File: src/rtl/spi_frame_master.sv
module spi_frame_master #(
  parameter int CLK_HZ = 100_000_000,
  parameter int DEPTH  = 16
) (
  input  logic        clk,
  input  logic        rst_n,
  input  logic        reg_wr,
  input  logic        reg_rd,
  input  logic [2:0]  reg_addr,
  input  logic [31:0] reg_wdata,
  output logic [31:0] reg_rdata,
  output logic        irq,
  output logic        sck,
  output logic        mosi,
  input  logic        miso,
  output logic        ss_n
);
  localparam int AW = $clog2(DEPTH);
  localparam int CW = AW + 1;
  localparam logic [CW-1:0] FULL = CW'(DEPTH);
  localparam logic [15:0] DIV_RST = 16'(CLK_HZ / 1_000_000 - 1);
  localparam logic [10:0] SZ_FIELD = 11'(DEPTH / 4);

  logic cpha, cpol, lsb, frame_en, tx_en, rx_en;
  logic [15:0] div;
  logic [1:0] stat, mask;

  logic [8:0] txm [DEPTH];
  logic [7:0] rxm [DEPTH];
  logic [AW-1:0] twp, trp, rwp, rrp;
  logic [CW-1:0] tcnt, rcnt;

  logic busy, cur_eof, sck_act, mosi_q, ss_q;
  logic [15:0] cnt;
  logic [2:0] bitn;
  logic [7:0] txb, rxs, tx_ord, rx_raw, rx_byte;

  logic unused_bits;
  assign unused_bits = ^reg_wdata[31:24];

  logic wr_cmd, wr_stat, tx_rst, rx_rst, tx_push, tx_pop, rx_push, rx_pop, ovf_evt, empty_evt;
  logic start, lead, trail, done;
  logic [15:0] dv, half;

  assign wr_cmd  = reg_wr && reg_addr == 3'd2;
  assign wr_stat = reg_wr && reg_addr == 3'd6;
  assign tx_rst  = wr_cmd && reg_wdata[1];
  assign rx_rst  = wr_cmd && reg_wdata[0];

  assign dv    = (div == 16'd0) ? 16'd1 : div;
  assign half  = dv >> 1;
  assign start = !busy && tx_en && tcnt != '0 && !tx_rst;
  assign lead  = busy && cnt == half;
  assign trail = busy && cnt == dv;
  assign done  = trail && bitn == 3'd7;

  assign tx_push   = reg_wr && reg_addr == 3'd3 && tcnt != FULL && !tx_rst;
  assign tx_pop    = start;
  assign empty_evt = tx_pop && tcnt == CW'(1) && !tx_push;
  assign rx_push   = done && rx_en && !rx_rst && rcnt != FULL;
  assign ovf_evt   = done && rx_en && !rx_rst && rcnt == FULL;
  assign rx_pop    = reg_rd && reg_addr == 3'd4 && rcnt != '0 && !rx_rst;

  always_comb begin
    rx_raw = cpha ? {rxs[6:0], miso} : rxs;
    for (int i = 0; i < 8; i++) begin
      tx_ord[i]  = lsb ? txm[trp][7-i] : txm[trp][i];
      rx_byte[i] = lsb ? rx_raw[7-i] : rx_raw[i];
    end
  end

  always_ff @(posedge clk or negedge rst_n) begin
    if (!rst_n) begin
      {cpha, cpol, lsb, frame_en, tx_en, rx_en} <= '0;
      div <= DIV_RST;
      stat <= '0;
      mask <= '0;
    end else begin
      if (reg_wr && reg_addr == 3'd0) {frame_en, lsb, cpol, cpha} <= reg_wdata[3:0];
      if (reg_wr && reg_addr == 3'd1) div <= {reg_wdata[15:8], reg_wdata[23:16]};
      if (reg_wr && reg_addr == 3'd7) mask <= reg_wdata[1:0];
      if (wr_cmd && reg_wdata[2]) tx_en <= 1'b1;
      if (wr_cmd && reg_wdata[3]) tx_en <= 1'b0;
      if (wr_cmd && reg_wdata[4]) rx_en <= 1'b1;
      if (wr_cmd && reg_wdata[5]) rx_en <= 1'b0;
      stat[0] <= (stat[0] && !(wr_stat && reg_wdata[0])) || empty_evt;
      stat[1] <= !rx_rst && ((stat[1] && !(wr_stat && reg_wdata[1])) || ovf_evt);
    end
  end

  always_ff @(posedge clk or negedge rst_n) begin
    if (!rst_n) begin
      twp <= '0; trp <= '0; tcnt <= '0;
      rwp <= '0; rrp <= '0; rcnt <= '0;
    end else begin
      if (tx_rst) begin
        twp <= '0; trp <= '0; tcnt <= '0;
      end else begin
        if (tx_push) twp <= twp + AW'(1);
        if (tx_pop) trp <= trp + AW'(1);
        tcnt <= tcnt + CW'(tx_push) - CW'(tx_pop);
      end
      if (rx_rst) begin
        rwp <= '0; rrp <= '0; rcnt <= '0;
      end else begin
        if (rx_push) rwp <= rwp + AW'(1);
        if (rx_pop) rrp <= rrp + AW'(1);
        rcnt <= rcnt + CW'(rx_push) - CW'(rx_pop);
      end
    end
  end

  always_ff @(posedge clk) begin
    if (tx_push) txm[twp] <= reg_wdata[8:0];
    if (rx_push) rxm[rwp] <= rx_byte;
  end

  always_ff @(posedge clk or negedge rst_n) begin
    if (!rst_n) begin
      busy <= 1'b0; cur_eof <= 1'b0; sck_act <= 1'b0; mosi_q <= 1'b0; ss_q <= 1'b1;
      cnt <= '0; bitn <= '0; txb <= '0; rxs <= '0;
    end else if (tx_rst) begin
      busy <= 1'b0; sck_act <= 1'b0; ss_q <= 1'b1;
    end else if (start) begin
      busy <= 1'b1; cnt <= '0; bitn <= '0; sck_act <= 1'b0; ss_q <= 1'b0;
      txb <= tx_ord; cur_eof <= txm[trp][8]; mosi_q <= tx_ord[7];
    end else if (busy) begin
      cnt <= (cnt == dv) ? 16'd0 : cnt + 16'd1;
      if (lead) begin
        sck_act <= 1'b1;
        if (!cpha) rxs <= {rxs[6:0], miso};
        else mosi_q <= txb[3'd7 - bitn];
      end
      if (trail) begin
        sck_act <= 1'b0;
        bitn <= bitn + 3'd1;
        if (cpha) rxs <= {rxs[6:0], miso};
        else if (bitn != 3'd7) mosi_q <= txb[3'd6 - bitn];
        if (bitn == 3'd7) begin
          busy <= 1'b0;
          if (!frame_en || cur_eof) ss_q <= 1'b1;
        end
      end
    end
  end

  assign sck  = sck_act ^ cpol;
  assign mosi = mosi_q;
  assign ss_n = ss_q;
  assign irq  = |(stat & mask);

  always_comb begin
    case (reg_addr)
      3'd0: reg_rdata = {28'd0, frame_en, lsb, cpol, cpha};
      3'd1: reg_rdata = {8'd0, div[7:0], div[15:8], 8'd0};
      3'd2: reg_rdata = {30'd0, rx_en, tx_en};
      3'd4: reg_rdata = (rcnt != '0) ? {24'd0, rxm[rrp]} : 32'd0;
      3'd5: reg_rdata = (32'(SZ_FIELD) << 16) | (32'(tcnt) << 8) | 32'(rcnt);
      3'd6: reg_rdata = {30'd0, stat};
      3'd7: reg_rdata = {30'd0, mask};
      default: reg_rdata = 32'd0;
    endcase
  end

  AST_SS_HELD_BUSY: assert property (@(posedge clk) disable iff (!rst_n) busy |-> !ss_q);
  AST_FRAME_HOLD: assert property (@(posedge clk) disable iff (!rst_n)
    (done && frame_en && !cur_eof && !tx_rst) |=> !ss_q);
  AST_TX_LEVEL_CAP: assert property (@(posedge clk) disable iff (!rst_n) tcnt <= FULL);
  AST_RX_LEVEL_CAP: assert property (@(posedge clk) disable iff (!rst_n) rcnt <= FULL);
  AST_OVF_STICKY: assert property (@(posedge clk) disable iff (!rst_n)
    (stat[1] && !rx_rst && !(wr_stat && reg_wdata[1])) |=> stat[1]);
  AST_SCK_STEADY: assert property (@(posedge clk) disable iff (!rst_n)
    (busy && cnt != half && cnt != dv && !tx_rst) |=> $stable(sck_act));
endmodule

File: config.mk
export PLATFORM = sky130hd
export DESIGN_NAME = spi_frame_master
export DESIGN_NICKNAME = d
export VERILOG_FILES = /design/src/rtl/spi_frame_master.sv
export SDC_FILE = /design/constraint.sdc
export NUM_CORES = 1
export LEC_CHECK = 0
export CAP_MARGIN = 40
export CORE_MARGIN = 3
export CORE_UTILIZATION = 42
export CTS_CLUSTER_SIZE = 28
export DETAILED_ROUTE_END_ITERATION = 10
export PLACE_DENSITY = 0.65
export SLEW_MARGIN = 20
export SYNTH_ARGS = -nofsm -noshare
export SYNTH_HDL_FRONTEND = slang
export SYNTH_SLANG_ARGS = --single-unit
File: constraint.sdc
create_clock -name clk -period 4.3 [get_ports clk]
set_clock_uncertainty 0.15 [all_clocks]
set_input_delay 0.86 -clock clk [delete_from_list [all_inputs] [get_ports clk]]
set_output_delay 0.86 -clock clk [all_outputs]
set_load 0.02 [all_outputs]
======== Word-level counts from Yosys, hierarchy flattened ========
Memory sizes are Yosys's and may differ from the RTL's.
Index checks and enable logic that the tools add are counted.
word-level totals
  register bits after elaboration ......... 92
  memory bits (writable) .................. 272
  input bits .............................. 40
  output and inout port bits .............. 36
  memories ................................ 2
cells by class
  $add $sub $neg .......................... 12
  order comparisons ....................... 2
  eq/ne operators ......................... 15
  muxes and demuxes ....................... 75
  bitwise gates (word level) .............. 5
  reduce and logical (&&, ||, !) cells .... 68
memory list
  name  depth  width  rd ports  clocked after Yosys merged registers in  wr ports  line  RTL
  txm   16     9      1         0                                        1         28    logic [8:0] txm [DEPTH];
  rxm   16     8      1         0                                        1         29    logic [7:0] rxm [DEPTH];
operators with widths
  cell                                                                          count
  24-bit one-hot mux with 7 select lines                                        1
  16-bit two-way mux                                                            4
  1-bit two-way mux                                                             49
  8-bit two-way mux                                                             6
  1-bit logical AND                                                             34
  4-bit two-way mux                                                             8
  19-bit by 5-bit OR with 19-bit output                                         1
  16-bit by 1-bit adder with 16-bit output, second input constant               1
  4-bit by 1-bit adder with 4-bit output, second input constant                 4
  16-bit by 15-bit equality test with 1-bit output                              1
  16-bit equality test                                                          1
  16-bit logical NOT                                                            1
  2-bit nonzero test                                                            8
  3-bit equality test, second input constant                                    5
  3-bit nonzero test                                                            4
  5-bit by 1-bit adder with 5-bit output                                        2
  5-bit two-way mux                                                             2
  5-bit inequality test, second input constant                                  2
  5-bit nonzero test                                                            2
  5-bit by 1-bit subtractor with 5-bit output                                   2
  3-bit two-way mux                                                             3
  3-bit by 4-bit less-than comparator with 1-bit output, second input constant  2
  1-bit logical NOT                                                             7
  1-bit binary-select mux with 3-bit select                                     2
  17 further kinds                                                              25

======== Depth between registers and ports, before layout ========
Gate-level depths: netlist of the first run.
  word-level depth ........................ 11
  mapped depth ............................ 16
  depth with buffers taken out ............ 15

======== Worst setup path after synthesis of the first run ========
No wires, ideal clock.
  path kind ............................... input to register
  start ................................... input reg_addr[2]
  end ..................................... register tcnt[4]
  setup time .............................. 0.078 ns
  data arrival time ....................... 3.398 ns
  slack ................................... 0.674 ns
  stages .................................. 14
  buffers on the path ..................... 2
  cells stage by stage .................... clkbuf_1 > nor4bb_1 > clkbuf_1 > nand2_1 > nand2_1 > inv_1 > ha_1 > inv_1 > ha_1 > fa_1 > a21oi_1 > nor2_1 > or3_1 > a21oi_1
between the ends
  cells in the longest elaborated chain, start to end .. 8
  elaborated cells on any way between the ends .. 12
  those cells by class .................... add/sub: 2; eq/ne: 2; mux: 1; reduce/logical: 7
RTL lines
  item                                            line    RTL
  start: declaration                              9       input logic [2:0] reg_addr,
  3-bit by 2-bit equality test with 1-bit output  45      assign wr_cmd = reg_wr && reg_addr == 3'd2;
  1-bit logical AND                               45
  1-bit logical AND                               47      assign tx_rst = wr_cmd && reg_wdata[1];
  1-bit logical NOT                               52, 57
  1-bit logical AND                               57      assign tx_push = reg_wr && reg_addr == 3'd3 && tcnt != FULL && !tx_rst;
  5-bit by 1-bit adder with 5-bit output          101     tcnt <= tcnt + CW'(tx_push) - CW'(tx_pop);
  5-bit by 1-bit subtractor with 5-bit output     101
  5-bit two-way mux (*)                           96      if (tx_rst) begin
  end signal: assignment                          101
  end: declaration                                31      logic [CW-1:0] tcnt, rcnt;
Every way passes the cells marked *; elsewhere a longest branch is shown, timed or not.
A chain may end at the register's enable or synchronous reset.

======== Worst setup path in the final report of the first run ========
  start ................................... register rrp[0]
  end ..................................... output reg_rdata[1]
between the ends
  cells in the longest elaborated chain, start to end .. 3
RTL lines
  item                                    line  RTL
  start: declaration                      30    logic [AW-1:0] twp, trp, rwp, rrp;
  start signal: assignment                107   if (rx_pop) rrp <= rrp + AW'(1);
  memory read 16 x 8 bit                  -
  8-bit two-way mux                       157   3'd4: reg_rdata = (rcnt != '0) ? {24'd0, rxm[rrp]} : 32'd0;
  24-bit one-hot mux with 7 select lines  153   case (reg_addr)
  end: declaration                        11    output logic [31:0] reg_rdata,
Every way passes these cells.

==> impl_metrics.csv, run 1 <==
group,metric,value,unit
clock_network,cts_buffer_depth,3,
floorplan,num_io_pins,76,
placement,gp_congestion,0.819,
critical_path,ff2ff_setup_slack,710,ps
logic_synthesis,synth.distinct_cells,64,
global_route,grt_usage,17.8,%
floorplan,start_util,43.0,%
global_route,grt_max_degree,54,
worst_hold_path,min_path_type,"primary input to async pin",
clock_network,clkTransAtPathRegs,60,ps
global_route,antenna_found_initial,0,
logic_synthesis,synth-async-reset-ratio,25.3,%
power_and_ir_drop,switching_share,30.1,%
logic_synthesis,synthFlopType,"edfxtp_1",
critical_path,r2r_end,"rcnt[4]",
floorplan,core.rowCount,71,
layout,fill_cells,3294,
critical_path,startpoint,"rrp[0]",
status,outcome,"finished, final reports clean",
power_and_ir_drop,seqPwrFrac,44.0,%
clock_network,cts_tree,"yes",
floorplan,fp.dieArea,0.0413,mm^2
sta,drv_slew,0,
logic_synthesis,synth_edf_count,272,
floorplan,die_y,203,um
clock_network,h-tree-depth,2,
route,ant_nets,0,
critical_path,worstPathRequired,3290,ps
critical_path,slowest_delay,570,ps
power_and_ir_drop,ir_worst_vdd,0.452,mV
route,drtIter0Drc,621,
layout,syn_to_final_growth,15.8,%
sta,fmax,243,MHz
critical_path,worstReg2RegStart,"div[8]",
critical_path,crit_path_cell_trace,"buf_12 -> mux4_2 -> mux4_2 -> inv_1 -> o221ai_1 -> clkdlybuf4s50_1",
layout,fin_nets,1217,
logic_synthesis,yosysTopAreaCell,"edfxtp_1",
layout,antenna_cells,0,
critical_path,start_kind,"flip-flop",
job,maxCapViolations,0,
route,vias,9394,
critical_path,reg2reg_depth,15,
route,drc,0,
logic_synthesis,ys_ff_latch,364,
route,drt-total-wl,36300,um
global_route,grt-ovfl-total,0,
sta,finalSetupViolCount,0,
logic_synthesis,ys_warn_count,0,
sta,rsz0062_at_grt,"false",
sta,period_minus_slack,4120,ps
critical_path,cp-end-kind,"primary output",
power_and_ir_drop,combPwrFrac,24.6,%
critical_path,critical_path_class,"flip-flop to primary output",
clock_network,cts_inserted_buffers,39,
power_and_ir_drop,clockPowerShare,31.4,%
power_and_ir_drop,powerDensity,541,mW/mm^2
floorplan,fp.dieW,203,um
global_route,grt_pass1_wl,57000,um
placement,detailedPlacementHpwl,23800,um
logic_synthesis,synthTopCellsByCount,"272 x edfxtp_1, 87 x dfrtp_1, 74 x mux4_2",
logic_synthesis,synth_top_area_share,50.0,%
sta,fin_crit_sh,95.8,%
global_route,grt_pass1_vias,9719,
logic_synthesis,seq_area_frac_synth,64.1,%
critical_path,cpMostUsedCell,"mux4_2",
power_and_ir_drop,switchingPower,3.08,mW
sta,worstMarginPinSlew,760,ps
logic_synthesis,synth.avg_cell_area,15.4,um^2
critical_path,critPathArrivalTime,3110,ps
clock_network,clk_latency,540,ps
logic_synthesis,yosysMostFrequentCell,"edfxtp_1",
logic_synthesis,ys_top_cells_by_area,"edfxtp_1 50%, dfrtp_1 13%, mux4_2 10%",
sta,setup_tns,0,ps
power_and_ir_drop,leakagePower,6.59,nW
layout,seqCellArea,0.0105,mm^2
critical_path,slowest_stage,"clkdlybuf4s50_1",
route,routed_via_density,5.56,
sta,relSlewSlack,49.1,%
layout,layout-drive-gt1-share,20.1,%
power_and_ir_drop,total_power,10.2,mW
logic_synthesis,syn_area,0.0163,mm^2
placement,port_buffers,59,
logic_synthesis,syn-instance-count,1061,
clock_network,clkSinkCount,364,
clock_network,cts_resized,0,
layout,multiInputGateArea,0.00550,mm^2
floorplan,core,0.0380,mm^2
clock_network,cts_root_buf,"clkbuf_16",
sta,hold_violations,0,
critical_path,critPathMaxFanout,36,
route,wl_per_cell,21.5,um
route,first_pass_iters,5,
power_and_ir_drop,p_int,7.15,mW
==> registers in the layout, summed over array words and instances (netlist names), 2 cells and up <==
signal	count
txm	144
rxm	128
cnt	16
div	16
rxs	8
txb	8
rcnt	5
tcnt	5
rrp	4
rwp	4
trp	4
twp	4
bitn	3
mask	2
stat	2
==> worst max-delay path: cells and delay by family, from the launching register on <==
family | cells | cell delay (ps)
buf+inv | 3 | 930
compound gates | 1 | 160
flops | 1 | 370
mux | 2 | 1080
==> layer usage <==
metal | track usage [%] | wire, um | up-vias
li1 | - | - | 4235
met1 | 24.4 | 15800 | 4844
met2 | 28.9 | 17500 | 257
met3 | 3.34 | 1930 | 58
met4 | 6.22 | 1040 | 0
met5 | 0 | 0 | -
==> stage by stage <==
step | instance area, um^2 | std cells | setup WS, ps | hold slack, ps | utilization (%)
after floorplan | 16400 | 1068 | 674 | 297 | -
after global placement | 17600 | 1613 | 251 | 335 | 46.4
after detailed placement | 17700 | 1618 | 236 | 336 | 46.6
after CTS | 18900 | 1688 | 44.6 | 51.4 | 49.7
after global routing | 18900 | 1690 | 60.5 | 68.9 | 49.8
final | 18900 | 1690 | 179 | 62.0 | 49.8
==> what timing repair did <==
| item | in CTS | in global routing |
|---|---|---|
| hold buffers | 0 | 0 |
| buffers inserted | 0 | 2 |
| setup endpoints to repair | 0 | 4 |
==> cell families (layout without fill, tap and decap cells) <==
family,count (synthesis),in the layout,share of synthesized area (%)
AOI/OAI and AO/OA,116,116,4.96
adders and majority gates,27,27,2.16
and+or+nand+nor,255,255,8.15
xor gates and xnor gates,46,46,2.51
other,1,8,0.0229
DFF,364,364,64.1
buffers and inverters,94,205,2.45
muxes,158,158,15.7
==> power groups by stage <==
stage | logic [mW] | clock network, mW | registers (mW)
final | 2.52 | 3.21 | 4.50
after global routing | 2.79 | 3.43 | 4.56
after CTS | 2.55 | 3.28 | 4.51
after detailed placement | 2.54 | 0 | 4.57
after global placement | 2.46 | 0 | 4.59
after floorplan | 2.01 | 0 | 4.32
==> how the worst max path moves through the flow <==
stage / endpoint / slack (ps) / cells after the start
after floorplan: tcnt[4] / 670 / 14
after global placement: tcnt[4] / 250 / 14
after detailed placement: tcnt[4] / 240 / 14
after CTS: reg_rdata[0] / 40 / 6
after global routing: reg_rdata[1] / 60 / 6
final: reg_rdata[1] / 180 / 6
==> cell usage in the layout (no fill, tap or decap), types with 4 or more instances in the layout <==
cell / Yosys / routed
nand2b_1: 8 / 8
nor3_1: 8 / 8
a22o_1: 5 / 5
a221o_1: 9 / 9
or3_1: 4 / 4
a22oi_1: 11 / 11
clkinv_2: 0 / 4
clkbuf_16: 0 / 39
nor2b_1: 7 / 7
nand2_1: 55 / 55
edfxtp_1: 272 / 272
nand3_1: 9 / 9
conb_1: 1 / 8
o31ai_1: 4 / 4
and3_1: 6 / 6
xnor2_1: 6 / 6
mux4_2: 74 / 74
and2_1: 42 / 42
a221oi_1: 7 / 7
nor4_1: 16 / 16
nor4bb_1: 5 / 5
nor2_1: 68 / 68
buf_4: 8 / 44
clkinv_1: 0 / 11
a21o_1: 4 / 4
mux2i_1: 43 / 43
xor2_1: 39 / 39
clkbuf_1: 36 / 6
nand4_1: 8 / 8
dfrtp_1: 87 / 85
mux2_2: 41 / 41
dfstp_2: 5 / 5
ha_1: 25 / 25
inv_1: 28 / 28
clkdlybuf4s50_1: 0 / 58
a21oi_1: 22 / 22
o21ai_0: 30 / 30
==> layout make-up <==
cell class                      count  share of cell area, %
Sequential cell                   364                   55.4
Clock inverter                     25                   1.09
Tap cell                          511                   3.38
Multi-Input combinational cell    610                   29.0
Inverter                           28                  0.555
Timing Repair Buffer              107                   5.28
Clock buffer                       45                   5.28
Note: power is estimated with default switching activity, not from simulation.
==> inputs of run 2 (changes only) <==
--- a/config.mk
+++ b/config.mk
@@ -11,7 +11,6 @@
 export CTS_CLUSTER_SIZE = 28
 export DETAILED_ROUTE_END_ITERATION = 10
 export PLACE_DENSITY = 0.65
-export SLEW_MARGIN = 20
 export SYNTH_ARGS = -nofsm -noshare
 export SYNTH_HDL_FRONTEND = slang
 export SYNTH_SLANG_ARGS = --single-unit
==> constraint.sdc (replaced) <==
create_clock -name clk -period 4.81 [get_ports clk]
set_clock_uncertainty 0.15 [all_clocks]
set_input_delay 0.962 -clock clk [delete_from_list [all_inputs] [get_ports clk]]
set_output_delay 0.962 -clock clk [all_outputs]
set_load 0.02 [all_outputs]
==> impl_metrics.csv, run 2 (synthesis results as in run 1) <==
group,metric,value,unit
status,outcome,"finished, final reports clean",
route,drt-total-wl,35900,um
global_route,grt_max_degree,47,
job,maxCapViolations,0,
global_route,grt_usage,17.7,%
sta,period_minus_slack,4320,ps
critical_path,critPathMaxFanout,14,
route,ant_nets,0,
clock_network,post-cts-setup-buffers,0,
clock_network,cts_tree,"yes",
sta,drv_slew,0,
clock_network,clk_latency,530,ps
sta,fin_crit_sh,89.8,%
floorplan,fp.dieArea,0.0413,mm^2
route,drc,0,
placement,gp_congestion,0.809,
sta,hold_violations,0,
critical_path,slowest_stage,"clkdlybuf4s50_1",
global_route,grt_pass1_vias,9353,
critical_path,start_kind,"primary input",
layout,fin_nets,1212,
layout,layout-drive-gt1-share,20.4,%
critical_path,critPathArrivalTime,3210,ps
clock_network,cts_inserted_buffers,39,
layout,syn_to_final_growth,16.2,%
route,wl_per_cell,21.3,um
sta,finalSetupViolCount,0,
clock_network,hold_buffers,0,
layout,final_cell_mix,"272 x edfxtp_1, 85 x dfrtp_1, 74 x mux4_2, 68 x nor2_1, 58 x clkdlybuf4s50_1",
power_and_ir_drop,ir_worst_vdd,0.303,mV
clock_network,clkTransAtPathRegs,60,ps
clock_network,cts_root_buf,"clkbuf_16",
route,drtIter0Drc,749,
critical_path,crit_path_cell_trace,"clkdlybuf4s50_1 -> nor2_1 -> o211ai_1 -> o221ai_1 -> clkdlybuf4s50_1",
critical_path,worstPathRequired,3700,ps
placement,detailedPlacementHpwl,23800,um
worst_hold_path,min_path_type,"primary input to async pin",
layout,antenna_cells,0,
layout,top_register,"txm",
floorplan,num_io_pins,76,
global_route,grt_pass1_wl,56500,um
power_and_ir_drop,powerDensity,493,mW/mm^2
global_route,antenna_found_initial,0,
critical_path,slowest_delay,660,ps
sta,rsz0062_at_grt,"false",
clock_network,h-tree-depth,2,
sta,worstMarginPinSlew,838,ps
floorplan,core,0.0380,mm^2
critical_path,cpMostUsedCell,"clkdlybuf4s50_1",
critical_path,cp-end-kind,"primary output",
clock_network,clkSinkCount,364,
layout,final_common_cell,"edfxtp_1",
clock_network,cts_resized,0,
floorplan,start_util,43.0,%
sta,setup_tns,0,ps
floorplan,die_y,203,um
floorplan,fp.dieW,203,um
placement,port_buffers,59,
global_route,grt-ovfl-total,0,
route,first_pass_iters,5,
sta,whs,180,ps
clock_network,cts_buffer_depth,3,
power_and_ir_drop,leakagePower,6.63,nW
layout,largest_reg_flops,144,
route,vias,9251,
floorplan,core.rowCount,71,
layout,largest_registers,"txm x144, rxm x128",
sta,fmax,231,MHz
layout,fill_cells,3254,
route,routed_via_density,5.49,
critical_path,critical_path_class,"primary input to primary output",
sta,relSlewSlack,44.0,%
==> run 2: layout make-up <==
class	instances	area, um^2	area share, %
clock buffers	43	1010	5.33
well taps	511	639	3.37
clock inverters	27	300	1.58
flip-flops and latches	364	10500	55.2
repair buffers	102	956	5.03
multi-input cells	610	5500	28.9
inverters	28	105	0.554
==> run 2: path summary, 6_finish.rpt <==
check | startpoint | end | slack (ps) | cells past startpoint
max | reg_addr[1] | reg_rdata[0] | 490 | 5
min | rst_n | trp[0] | 180 | 1
max reg2reg | rcnt[2] | rcnt[4] | 970 | 15
min reg2reg | cur_eof | cur_eof | 340 | 2
max in group asynchronous | rst_n | div[6] | 3330 | 3
min in group clk | cur_eof | cur_eof | 340 | 2
==> run 2: stage by stage <==
stage | total power [mW] | worst slack (ps) | utilization [%] | cell area (um^2) | std cells
3_5_place_dp | 6.37 | 458 | 46.5 | 17700 | 1615
6_report | 9.36 | 489 | 49.9 | 19000 | 1685
2_1_floorplan | 5.66 | 1080 | - | 16400 | 1068
3_3_place_gp | 6.32 | 500 | 46.4 | 17600 | 1612
4_1_cts | 9.45 | 497 | 49.9 | 19000 | 1685
5_1_grt | 9.86 | 339 | 49.9 | 19000 | 1685
==> run 2: worst max-delay path, delay by kind of cell <==
family / cells / cell delay [ps]
simple gates: 1 / 230
compound gates: 2 / 700
buf+inv: 2 / 1320
==> run 2: report_power, final <==
part	internal, mW	total, mW	switching (mW)
registers	3.62	4.05	0.431
clock network	1.85	3.07	1.22
logic	1.12	2.24	1.12
==> run 2: routing by layer <==
layer	wire, um	GRT usage, %
met4	777	4.65
met3	1680	2.81
met1	15700	24.9
met2	17800	29.0
met5	0	0
